<file path="src/rtl/intr_ctrl_pkg.sv">
package intr_ctrl_pkg;
  localparam int unsigned ADDR_W = 3;

  typedef enum logic [ADDR_W-1:0] {
    REG_STAT  = 3'd0,
    REG_EN    = 3'd1,
    REG_CRIT  = 3'd2,
    REG_POL   = 3'd3,
    REG_TRIG  = 3'd4,
    REG_MSTAT = 3'd5
  } reg_sel_e;
endpackage

</file>
<file path="src/rtl/intr_sync.sv">
module intr_sync #(
  parameter int unsigned W = 32
) (
  input  logic         clk_i,
  input  logic         rst_ni,
  input  logic [W-1:0] d_i,
  output logic [W-1:0] q_o
);
  logic [W-1:0] meta_q, sync_q;

  always_ff @(posedge clk_i or negedge rst_ni) begin
    if (!rst_ni) begin
      meta_q <= '0;
      sync_q <= '0;
    end else begin
      meta_q <= d_i;
      sync_q <= meta_q;
    end
  end

  assign q_o = sync_q;
endmodule

</file>
<file path="src/rtl/intr_detect.sv">
module intr_detect #(
  parameter int unsigned W = 32
) (
  input  logic         clk_i,
  input  logic         rst_ni,
  input  logic [W-1:0] line_i,
  input  logic [W-1:0] pol_i,
  input  logic [W-1:0] trig_i,
  input  logic [W-1:0] clr_i,
  output logic [W-1:0] event_o,
  output logic [W-1:0] status_o
);
  for (genvar b = 0; b < W; b++) begin : g_bit
    logic prev_q, stat_q, lvl_hit, edge_hit;

    assign lvl_hit  = pol_i[b] ? line_i[b] : ~line_i[b];
    assign edge_hit = pol_i[b] ? (line_i[b] & ~prev_q) : (~line_i[b] & prev_q);
    assign event_o[b] = trig_i[b] ? edge_hit : lvl_hit;

    always_ff @(posedge clk_i or negedge rst_ni) begin
      if (!rst_ni) begin
        prev_q <= 1'b0;
        stat_q <= 1'b0;
      end else begin
        prev_q <= line_i[b];
        // new event beats a same-cycle clear
        stat_q <= event_o[b] | (stat_q & ~clr_i[b]);
      end
    end

    assign status_o[b] = stat_q;
  end
endmodule

</file>
<file path="src/rtl/intr_prio.sv">
module intr_prio #(
  parameter int unsigned W     = 32,
  parameter int unsigned VEC_W = $clog2(W)
) (
  input  logic [W-1:0]     masked_i,
  output logic             valid_o,
  output logic [VEC_W-1:0] vec_o
);
  // scan down so the least significant set bit is assigned last
  always_comb begin
    valid_o = 1'b0;
    vec_o   = '0;
    for (int i = W - 1; i >= 0; i--) begin
      if (masked_i[i]) begin
        valid_o = 1'b1;
        vec_o   = VEC_W'(W - 1 - i);
      end
    end
  end
endmodule

</file>
<file path="src/rtl/intr_ctrl.sv">
module intr_ctrl
  import intr_ctrl_pkg::*;
#(
  parameter int unsigned N_SRC = 32,
  localparam int unsigned VEC_W = $clog2(N_SRC)
) (
  input  logic              clk_i,
  input  logic              rst_ni,
  input  logic [N_SRC-1:0]  src_i,
  input  logic [ADDR_W-1:0] addr_i,
  input  logic              we_i,
  input  logic [N_SRC-1:0]  wdata_i,
  output logic [N_SRC-1:0]  rdata_o,
  output logic              crit_o,
  output logic              noncrit_o,
  output logic              vec_valid_o,
  output logic [VEC_W-1:0]  vec_o
);
  logic [N_SRC-1:0] src_rev, line_sync;
  logic [N_SRC-1:0] en_q, crit_q, pol_q, trig_q;
  logic [N_SRC-1:0] status_q, event_vec, clr_mask, masked;

  // source n lives in register bit N_SRC-1-n
  for (genvar n = 0; n < N_SRC; n++) begin : g_map
    assign src_rev[N_SRC-1-n] = src_i[n];
  end

  intr_sync #(.W(N_SRC)) u_sync (
    .clk_i  (clk_i),
    .rst_ni (rst_ni),
    .d_i    (src_rev),
    .q_o    (line_sync)
  );

  assign clr_mask = (we_i && addr_i == REG_STAT) ? wdata_i : '0;

  intr_detect #(.W(N_SRC)) u_detect (
    .clk_i    (clk_i),
    .rst_ni   (rst_ni),
    .line_i   (line_sync),
    .pol_i    (pol_q),
    .trig_i   (trig_q),
    .clr_i    (clr_mask),
    .event_o  (event_vec),
    .status_o (status_q)
  );

  always_ff @(posedge clk_i or negedge rst_ni) begin
    if (!rst_ni) begin
      en_q   <= '0;
      crit_q <= '0;
      pol_q  <= '0;
      trig_q <= '0;
    end else if (we_i) begin
      case (addr_i)
        REG_EN:   en_q   <= wdata_i;
        REG_CRIT: crit_q <= wdata_i;
        REG_POL:  pol_q  <= wdata_i;
        REG_TRIG: trig_q <= wdata_i;
        default: ;
      endcase
    end
  end

  assign masked    = status_q & en_q;
  assign crit_o    = |(masked & crit_q);
  assign noncrit_o = |(masked & ~crit_q);

  intr_prio #(.W(N_SRC), .VEC_W(VEC_W)) u_prio (
    .masked_i (masked),
    .valid_o  (vec_valid_o),
    .vec_o    (vec_o)
  );

  always_comb begin
    case (addr_i)
      REG_STAT:  rdata_o = status_q;
      REG_EN:    rdata_o = en_q;
      REG_CRIT:  rdata_o = crit_q;
      REG_POL:   rdata_o = pol_q;
      REG_TRIG:  rdata_o = trig_q;
      REG_MSTAT: rdata_o = masked;
      default:   rdata_o = '0;
    endcase
  end
endmodule

</file>
<file path="config.mk">
export PLATFORM = sky130hd
export DESIGN_NAME = intr_ctrl
export DESIGN_NICKNAME = d
export VERILOG_FILES = /design/src/rtl/intr_ctrl_pkg.sv /design/src/rtl/intr_sync.sv /design/src/rtl/intr_detect.sv /design/src/rtl/intr_prio.sv /design/src/rtl/intr_ctrl.sv
export SDC_FILE = /design/constraint.sdc
export NUM_CORES = 1
export LEC_CHECK = 0
export ABC_CLOCK_PERIOD_IN_PS = 4600
export BUFFER_PORTS_ARGS = -buffer_cell sky130_fd_sc_hd__buf_4
export CAP_MARGIN = 0
export CELL_PAD_IN_SITES_DETAIL_PLACEMENT = 1
export CELL_PAD_IN_SITES_GLOBAL_PLACEMENT = 1
export CORE_UTILIZATION = 52
export CTS_BUF_LIST = sky130_fd_sc_hd__clkbuf_4 sky130_fd_sc_hd__clkbuf_8 sky130_fd_sc_hd__clkbuf_16
export DETAILED_ROUTE_END_ITERATION = 8
export GPL_TIMING_DRIVEN = 0
export PLACE_DENSITY_LB_ADDON = 0.08
export SLEW_MARGIN = 20
export SYNTH_ARGS = -nofsm -noshare
export SYNTH_HDL_FRONTEND = slang
export SYNTH_SLANG_ARGS = --single-unit
</file>
<file path="constraint.sdc">
create_clock -name clk_i -period 4.6 [get_ports clk_i]
set_input_delay 0.92 -clock clk_i [delete_from_list [all_inputs] [get_ports clk_i]]
set_output_delay 0.92 -clock clk_i [all_outputs]
set_load 0.02 [all_outputs]
</file>
=== After elaboration in Yosys (flattened, before gate mapping) ===
Index checks and enable logic that the tools add are counted.

* Equality and inequality tests: 5
* Bitwise operators: 228
* Reductions and logical operators: 8
* Muxes and demuxes: 161

{| class="wikitable"
|+ Operators by type and width
! kind !! number
|-
| case mux 32 bit (6 select lines) || 1
|-
| two-way mux 1 bit || 129
|-
| bitwise AND 1 bit || 96
|-
| bitwise AND 32 bit || 3
|-
| NOT 1 bit || 96
|-
| two-way mux 5 bit || 16
|-
| OR reduction 32 bit || 2
|-
| two-way mux 32 bit || 1
|-
| two-way mux 4 bit || 8
|-
| NOT 32 bit || 1
|-
| OR 1 bit || 32
|-
| two-way mux 3 bit || 4
|-
| AND reduction 2 bit || 4
|-
| == test 3 x 2 -> 1 bit, second input constant || 2
|-
| == test 3 bit, second input constant || 2
|-
| two-way mux 2 bit || 2
|-
| == test 3 x 1 -> 1 bit, second input constant || 1
|-
| logical NOT 3 bit || 1
|-
| logical AND 1 bit || 1
|}

* Bits of input ports: 70
* Bits in registers: 256
* Word-level logic and storage cells: 472
* Output and inout bits: 40

=== Depth between registers and ports, before layout ===
Gate-level depths: netlist of the first run.

* Word-level depth: 33
* Mapped depth: 7
* Depth with buffers taken out: 5

=== By module ===
From an unflattened synthesis of the first run, not the netlist that was laid out.

* Cell total of the unflattened synthesis: 1,060
* Area total of the unflattened synthesis: 12,331.8 sq um

{| class="wikitable"
|+ Modules (own cells, without submodules)
! module !! cells each !! sequential area each (sq um) !! area an instance (sq um) !! times used
|-
| intr_ctrl || 614 || 3,203.1 || 6,769.0 || 1
|-
| intr_detect || 320 || 1,601.5 || 3,603.5 || 1
|-
| intr_sync || 64 || 1,601.5 || 1,601.5 || 1
|-
| intr_prio || 62 || 0.0 || 357.8 || 1
|}

=== Worst setup path before layout of the first run ===
Ideal clock, no wire load.

* Path kind: input to output
* Start: input addr_i[2]
* End: output rdata_o[20]
* Setup slack: 1,599 ps
* Data required time: 3,680 ps
* Arrival time: 2,081 ps
* Path buffers: 2
* Stages on the path: 5
* Cells stage by stage: buf_4 > nor2b_1 > clkbuf_1 > a22oi_1 > o221ai_1

* Word-level cells in the longest chain between the ends: 2
* Elaborated cells between the ends (all ways): 7
* Classes of those cells: 5 x eq/ne; 1 x mux; 1 x reduce/logical

{| class="wikitable"
|+ Ends and longest elaborated chain
! what !! line !! RTL
|-
| from (decl) || intr_ctrl.sv:10 || <nowiki>input logic [ADDR_W-1:0] addr_i,</nowiki>
|-
| == test 3 bit (tied with other cells) || intr_ctrl.sv:76 || <nowiki>case (addr_i)</nowiki>
|-
| case mux 32 bit (6 select lines) * || intr_ctrl.sv:76 ||
|-
| to (decl) || intr_ctrl.sv:13 || <nowiki>output logic [N_SRC-1:0] rdata_o,</nowiki>
|}

Mark *: on every way between the ends. The rest lies on a longest branch, timed or not.

=== Final worst setup path of the first run ===
* Start: input addr_i[1]
* End: output rdata_o[1]

The elaborated chain is that of the path after synthesis.

==> run summary, run 1 <==
The ratio of cells with drive above 1 in the final layout came out at 0.305. The weighted congestion at the end of routability-driven global placement is around 0.94. The remaining antenna violation count after routing is 0.

The sequential fraction of the synthesis area is 0.557. The analysis attributes to cell leakage a power of 5.82 nW. The die area is 22700 sq um.

The startpoint identified for the worst register-to-register timing path is pol_q[0]. The maximum number of pins on one net before global-route repair came out at 101. The tree is rooted in a clkbuf_16. The initial antenna violation count came out at 0. The first detailed-routing pass took 5 iterations. STA classifies the critical path startpoint as a primary input.

The number of antenna cells inserted is 0. The final wirelength is 36100 um. After detailed routing, the number of vias per cell comes to 6.19. The synthesized netlist occupies a cell area of about 11000 sq um. Counting every net in the synthesized netlist gives 1010. The number of enable flip-flop cells after synthesis is 0. The routed via count came out at 8536.

The floorplan step defined a core boundary enclosing 21800 sq um. For this run, the total global-route usage over all layers was measured as 0.330. The average wire per standard cell came out at 26.2 um.

The setup slack after layout is about 0.84 ns. The post-cts gate resize count is 0. Pin placement for this block handled 110 I/O pins. The cell area power density came out at a little under 500 nW/um^2. The internal power consumption came out at 0.00452 W.

Traced cell by cell, the critical path runs through buf_6, buf_4, clkbuf_1, buf_2, o22ai_1, buf_4. The worst slew slack as a fraction of its limit came out at 0.441. The flip-flop and latch count after synthesis is 256. The flop-to-flop setup slack is 3.56 ns. STA classifies the critical path endpoint as a primary output. The count of endpoints failing hold in the final timing report came to 0.

The final setup violation count came out at 0. Tracing the worst setup path back leads to its startpoint at addr_i[1]. The most critical setup path has its endpoint at rdata_o[1]. Summing all multi-input logic gate instances after layout gives 4800 sq um. The portion of total power attributed to the clock network is 0.334. After synthesis, the mean cell area works out to 12.2 sq um. The number of global-route vias before repair came to 9148. The total of warnings raised by yosys is 0. The final clock skew came out at 0.00613 ns. Among all stages on the critical path, the largest delay is contributed by clkbuf_1. The share of flip-flops with an asynchronous set or reset after synthesis came out at 1.00. The worst-case vdd ir drop is ~0.3 mV. The type of the worst setup path is in2out.

Of the total power, registers draw 0.456. No sink is reached through more buffers than the 3 on the longest clock path. The portion of the clock cycle consumed by the worst path in the final layout is 0.817. The number of pins exceeding their max-slew limit in the final report came out at 0. The combinational group share of total power came out at 0.210. The largest incremental delay on the critical path is between 0.5 and 0.6 ns. The share of total power consumed by net switching came out at 0.309. Synthesis produced 940 cells. The clock tree from TritonCTS is built. Summing all placed instances gives a cell area of between 10000 and 15000 sq um.

In the layout the commonest cells are dfrtp_1, mux2_2, buf_4, nand2_1, a21oi_1. The tightest min-delay check is of the in2async type. Of all nets on the critical path, the largest fanout is 10.

Fill cells in the final layout number 2181. The DRC violation count after routing came out at 0. The worst endpoint required time came out at around 3.7 ns. The hold slack is between 0.3 and 0.4 ns. Setup repair after global routing left no endpoint under its margin. The width of the chip is 151 um.

The wire length of the first global-routing pass came out at 55000 um. Registers take 6410 sq um. The number of buffers created by CTS came out at 28.

The area growth from synthesis to layout came out at 18.5%. The number of buffers added on ports came out at 108. The run finished with clean final reports. The endpoint identified for the worst register-to-register timing path is u_detect.g_bit[0].stat_q.

The worst-case reg-to-reg path depth came out at 3. The library cell used most frequently in the layout, excluding fill and tap cells, is dfrtp_1. In this run the number of H-tree levels came out at 1. The later-pin clock latency in the skew report is ~0.54 ns. The effective utilization at floorplan came out at 0.528. The setup fix buffers added after clock tree synthesis is 0. The critical path's most frequent cell is buf_4. The residual overflow from global routing is 0. After the last flow step, the layout net total stands at 1150.

The clock sink count came out at 256. The height of the die is about 150 um. The transition time at the pin with the least slew margin is 0.838 ns.

The pre-CTS setup slack is just over 0.9 ns. The count of different cell masters after synthesis is between 50 and 60. In this run the core area contains 54 standard-cell rows. After routing, the total negative slack on setup checks comes to 0 ns. After clock tree synthesis, the clock-pin slew on the worst setup and hold paths is 0.06 ns. The final instance area is 13600 sq um. The initial detailed-routing violation count is 546.

The highest clock frequency the design can meet came out at 0.266 GHz. Among all flip-flop cells after synthesis, the most frequent one is dfrtp_1. The tool flagged a number of max-cap violations equal to 0.

For the worst setup path, the data arrival time is 2.84 ns. The hold buffer count at cts came out at 0. The shortest clock period the worst path allows after layout came out at 3.76 ns.

The HPWL after detailed placement is 25200 um. The power dissipated by switching net loads is ~0.002 W.
-- synthesized netlist by cell type, types with 2 or more instances --
| master | n | area share |
|---|---|---|
| dfrtp_1 | 256 | 0.56 |
| mux2_2 | 126 | 0.12 |
| nand2_1 | 78 | 0.025 |
| a21oi_1 | 59 | 0.026 |
| nand3_1 | 41 | 0.018 |
| a21o_1 | 32 | 0.021 |
| xnor2_1 | 32 | 0.024 |
| xor2_1 | 32 | 0.024 |
| o22ai_1 | 29 | 0.016 |
| nor2_1 | 28 | 0.0091 |
| mux2i_1 | 24 | 0.021 |
| a21boi_0 | 19 | 0.012 |
| o211ai_1 | 19 | 0.012 |
| buf_2 | 18 | 0.0078 |
| a22oi_1 | 14 | 0.0091 |
| buf_6 | 10 | 0.0098 |
| nand4_1 | 10 | 0.0054 |
| o221ai_1 | 10 | 0.0076 |
| clkbuf_1 | 9 | 0.0029 |
| o21ai_0 | 9 | 0.0039 |
| a32oi_1 | 8 | 0.0061 |
| o22a_1 | 7 | 0.0053 |
| mux2_1 | 6 | 0.0059 |
| nand2b_1 | 6 | 0.0033 |
| a211oi_1 | 5 | 0.0033 |
| buf_4 | 5 | 0.0033 |
| a31oi_1 | 4 | 0.0022 |
| and2_1 | 4 | 0.0022 |
| nor3_1 | 4 | 0.0017 |
| a31o_2 | 3 | 0.0023 |
| a32o_1 | 3 | 0.0026 |
| nor2b_1 | 3 | 0.0016 |
| a22o_1 | 2 | 0.0015 |
| and3_1 | 2 | 0.0011 |
| inv_1 | 2 | 0.00065 |
| mux4_2 | 2 | 0.0039 |
| nand2_2 | 2 | 0.0011 |
| nor2_2 | 2 | 0.0011 |
| nor3b_4 | 2 | 0.0033 |
| nor4_1 | 2 | 0.0011 |
-- power groups by stage --
stage                     registers, W  clock network (W)  logic, W
after floorplan                0.00284                  0  0.000909
after global placement         0.00298                  0   0.00130
after detailed placement       0.00300                  0   0.00135
after CTS                      0.00297            0.00223   0.00137
after global routing           0.00302            0.00231   0.00149
final                          0.00298            0.00219   0.00138
-- critical path, delay by kind of cell --
kind / cells / cell delay (ns)
buffers and inverters: 5 / 1.70
AOI/OAI and AO/OA: 1 / 0.19
-- area by class of cell --
type / count / share of cell area
buffer: 42 / 0.0201
multi-input combinational: 640 / 0.353
clock buffer: 42 / 0.0636
inverter: 2 / 0.000551
sequential: 256 / 0.470
tap: 280 / 0.0257
timing repair buffer: 110 / 0.0641
clock inverter: 8 / 0.00294
-- state kept, by name, summed over array words and instances (netlist names) --
signal                 flops
crit_q                    32
en_q                      32
pol_q                     32
trig_q                    32
u_detect.g_bit.prev_q     32
u_detect.g_bit.stat_q     32
u_sync.meta_q             32
u_sync.q_o                32
-- kinds of logic (layout without fill, tap and decap cells) --
family,Yosys count,in the layout,share of synthesized area
mux,158,158,0.154
flops,256,256,0.557
xor+xnor,64,64,0.0488
buf+inv,44,204,0.0245
compound gates,227,227,0.134
simple gates,191,191,0.0807
-- per-stage QoR --
step / cells / utilization / total power (W)
global placement: 1328 / 0.582 / 0.00428
detailed placement: 1330 / 0.584 / 0.00435
floorplan: 940 / - / 0.00375
global route: 1380 / 0.626 / 0.00682
CTS: 1380 / 0.626 / 0.00658
finish: 1380 / 0.626 / 0.00654
-- how the worst min path moves through the flow --
| stage | from | to | depth (start not counted) |
|---|---|---|---|
| after CTS | rst_ni | en_q[0] | 1 |
| after detailed placement | u_sync.meta_q[15] | u_sync.q_o[15] | 0 |
| after global routing | rst_ni | u_sync.meta_q[11] | 1 |
| after global placement | u_sync.meta_q[1] | u_sync.q_o[1] | 0 |
| final | rst_ni | u_sync.meta_q[11] | 1 |
| after floorplan | u_sync.meta_q[0] | u_sync.q_o[0] | 0 |
-- routing by layer --
layer	GRT usage	share of wire	wire length [um]
met1	0.445	0.43	15500
met2	0.542	0.49	17500
met3	0.0409	0.047	1690
met4	0.130	0.038	1390
met5	0	0	0
Power figures use the tool's default switching activity.
==> run 2: changes to the inputs <==
Settings changed: ABC_CLOCK_PERIOD_IN_PS 4600 to 3100, CORE_UTILIZATION 52 to 44.
Clock period 4.6 ns to 3.1 ns, I/O delays scaled along.
==> run 2 against run 1 <==
Effect of this change:
- combinational power rose by 46%
- sequential cell count stayed put
- largest cell class unchanged
- largest power group unchanged
- register-to-register slack got worse by 1.5 ns
- critical path type is now reg2out
==> run summary, run 2 (same netlist as run 1, synthesis figures left out) <==
The height of the die is 164 um. The worst pin sits at a relative slew slack of 0.483. The number of pins exceeding their max-slew limit in the final report came out at 0.

The shortest clock period the worst path allows after layout is 3.04 ns. The site row count is between 50 and 60. Setup violations remaining at the end of the flow were counted as 0. The initial utilization of the core area, before any placement, comes to 0.452. The number of antenna cells inserted came out at 0. The number of instances in the placed design came out at 1380. The total overflow left after global routing is 0. The count of nets left with antenna violations once routing finished came out at 0. The maximum number of pins on one net before global-route repair is 97. The worst-case vdd ir drop is just under 0.8 mV. The initial detailed-routing violation count came out at around 570.

The area of the core came out at 25400 sq um. The number of global-route vias before repair is 8810. The HPWL after detailed placement came out at roughly 25000 um. The area growth from synthesis to layout came out at 20.0%. The flow ran to the end, and the final reports show no timing, DRC or antenna violations. After detailed routing, the total wire length is between 30000 and 40000 um. The I/O pin count is 110. The sequential cell area is 6410 sq um.

The class of the tightest hold or removal check is in2async. The final instance area came out at 13800 sq um. The flop-to-flop setup slack is between 2 and 2.5 ns. For the worst setup path, the data required time is approximately 2.5 ns. The die covers 26800 sq um.

The number of buffers created by CTS came out at 28. The leakage component of the power came out at 5.86 nW. The congestion estimate from routability-driven global placement came to approximately 0.9. The depth of the CTS H-tree came out at 1.

For the worst flop-to-flop path, the logic depth is 3. In the final layout, the share of cells above drive strength 1 is 0.318. The highest clock frequency the design can meet came out at 0.329 GHz.

The later-pin clock latency in the skew report is 0.56 ns. Leaving out fill and tap cells, the most frequent cell in the layout is dfrtp_1. For this run, the total global-route usage over all layers was measured as 0.271. The number of iterations in the first detailed-routing pass is 5. The transition time at the pin with the least slew margin came out at 0.776 ns. The placed instance area came out at 12800 sq um. The clock tree from TritonCTS is built.

The final clock skew came out at 0.0116 ns. Port buffering added 108 buffers. The final cell count without fillers came out at roughly 1400. Clock-pin slew was measured on the worst setup and hold paths at 0.06 ns. The routed layout has 8340 vias. The count of endpoints failing hold in the final timing report is 0. The wire length of the first global-routing pass is 53900 um. The worst register-to-register path begins at pol_q[31]. The final layout contains 1150 nets. The critical path in this run is classified as reg2out. The critical path capture point type is a primary output.

The clock sink count is 256. After detailed routing, the average wire length per cell comes to 24.5 um. The filler cells instantiated in the layout total between 2000 and 3000. The type of origin of the critical path is a flip-flop. The multi-input combinational cells in the finished layout cover a total of 4830 sq um. The maximum fanout along the worst path came out at 5. The cell area power density came out at 719 nW/um^2. The number of max-cap violations came out at 0. The via density per instance is 5.83.

The tree is rooted in a clkbuf_16. The DRC violation count after routing came out at 0. The initial antenna violation count is 0. The portion of the clock cycle consumed by the worst path in the final layout came out at 0.981.

The width of the chip is 164 um. The arrival time reported for the critical path endpoint is 2.42 ns. The critical register-to-register path endpoint is u_detect.g_bit[31].stat_q. The top cell types in the final layout, fill and taps aside, are dfrtp_1, mux2_2, buf_4, nand2_1, a21oi_1. The number of buffers between clock root and the deepest sink came out at 3.
run 2: changes by cell type in the layout (fill, tap and decap cells not counted), moves of 2 or more:
cell,previous run,this run
o21ai_0,9,7
o21ai_1,0,2
clkbuf_4,6,4
nand2_1,78,75
dfrtp_2,0,2
bufinv_16,0,3
clkinv_2,8,6
clkbuf_2,0,3
dfrtp_1,256,254
nand2_2,2,5
clkbuf_1,9,5
run 2: layout make-up:
| type | count | share of cell area |
|---|---|---|
| sequential | 256 | 0.465 |
| timing repair buffer | 111 | 0.0639 |
| multi-input combinational | 640 | 0.351 |
| inverter | 2 | 0.000544 |
| buffer | 41 | 0.0199 |
| clock inverter | 11 | 0.0105 |
| clock buffer | 39 | 0.0600 |
| tap | 330 | 0.0299 |
run 2: how the worst max path moves through the flow:
stage	from	endpoint	slack, ns	cells past startpoint
after floorplan	addr_i[2]	rdata_o[20]	0.70	5
after global placement	rst_ni	u_sync.meta_q[23]	-0.76	1
after detailed placement	addr_i[1]	rdata_o[10]	-0.03	6
after CTS	u_detect.g_bit[26].stat_q	vec_o[0]	0.002	6
after global routing	u_detect.g_bit[7].stat_q	vec_o[0]	-0.05	6
final	u_detect.g_bit[13].stat_q	vec_valid_o	0.06	6
run 2: per-layer routing:
metal | GRT usage | up-vias | wire length (um)
met5 | 0 | - | 0
met2 | 0.446 | 192 | 17000
li1 | - | 3724 | -
met1 | 0.378 | 4375 | 16000
met3 | 0.0307 | 49 | 1200
met4 | 0.0770 | 0 | 908
run 2: per-stage QoR:
stage / TNS [ns] / power [W] / setup WS, ns / utilization / hold WS, ns
after detailed placement: -0.0651 / 0.00645 / -0.0268 / 0.503 / 0.336
after global routing: -0.0486 / 0.0104 / -0.0486 / 0.543 / 0.0831
after CTS: 0 / 0.00997 / 0.00176 / 0.542 / 0.0590
after floorplan: 0 / 0.00557 / 0.699 / - / 0.324
final: 0 / 0.00992 / 0.0588 / 0.543 / 0.0323
after global placement: -185.72 / 0.00638 / -0.756 / 0.501 / 0.332
run 2: repair_timing:
item | in CTS | in global routing
setup buffers | 1 | 0
pin swaps | 1 | 2
resized for setup | 3 | 14
hold buffers | 0 | 0
endpoints found under the setup margin | 9 | 14
run 2: where the power goes:
part | total (W) | switching [W] | internal (W) | leakage [nW]
combinational | 0.00202 | 0.00104 | 0.000985 | 2.43
clock | 0.00349 | 0.00138 | 0.00211 | 0.491
sequential | 0.00441 | 0.000596 | 0.00381 | 2.94
total | 0.00992 | 0.00302 | 0.00690 | 5.86
run 2: worst max-delay path, stage by stage (launching register included):
cell	delay, ns
dfrtp_1	0.44
nand2_1	0.20
nand2_1	0.13
nor2_2	0.17
nand4_1	0.18
or4_4	0.56
buf_4	0.18
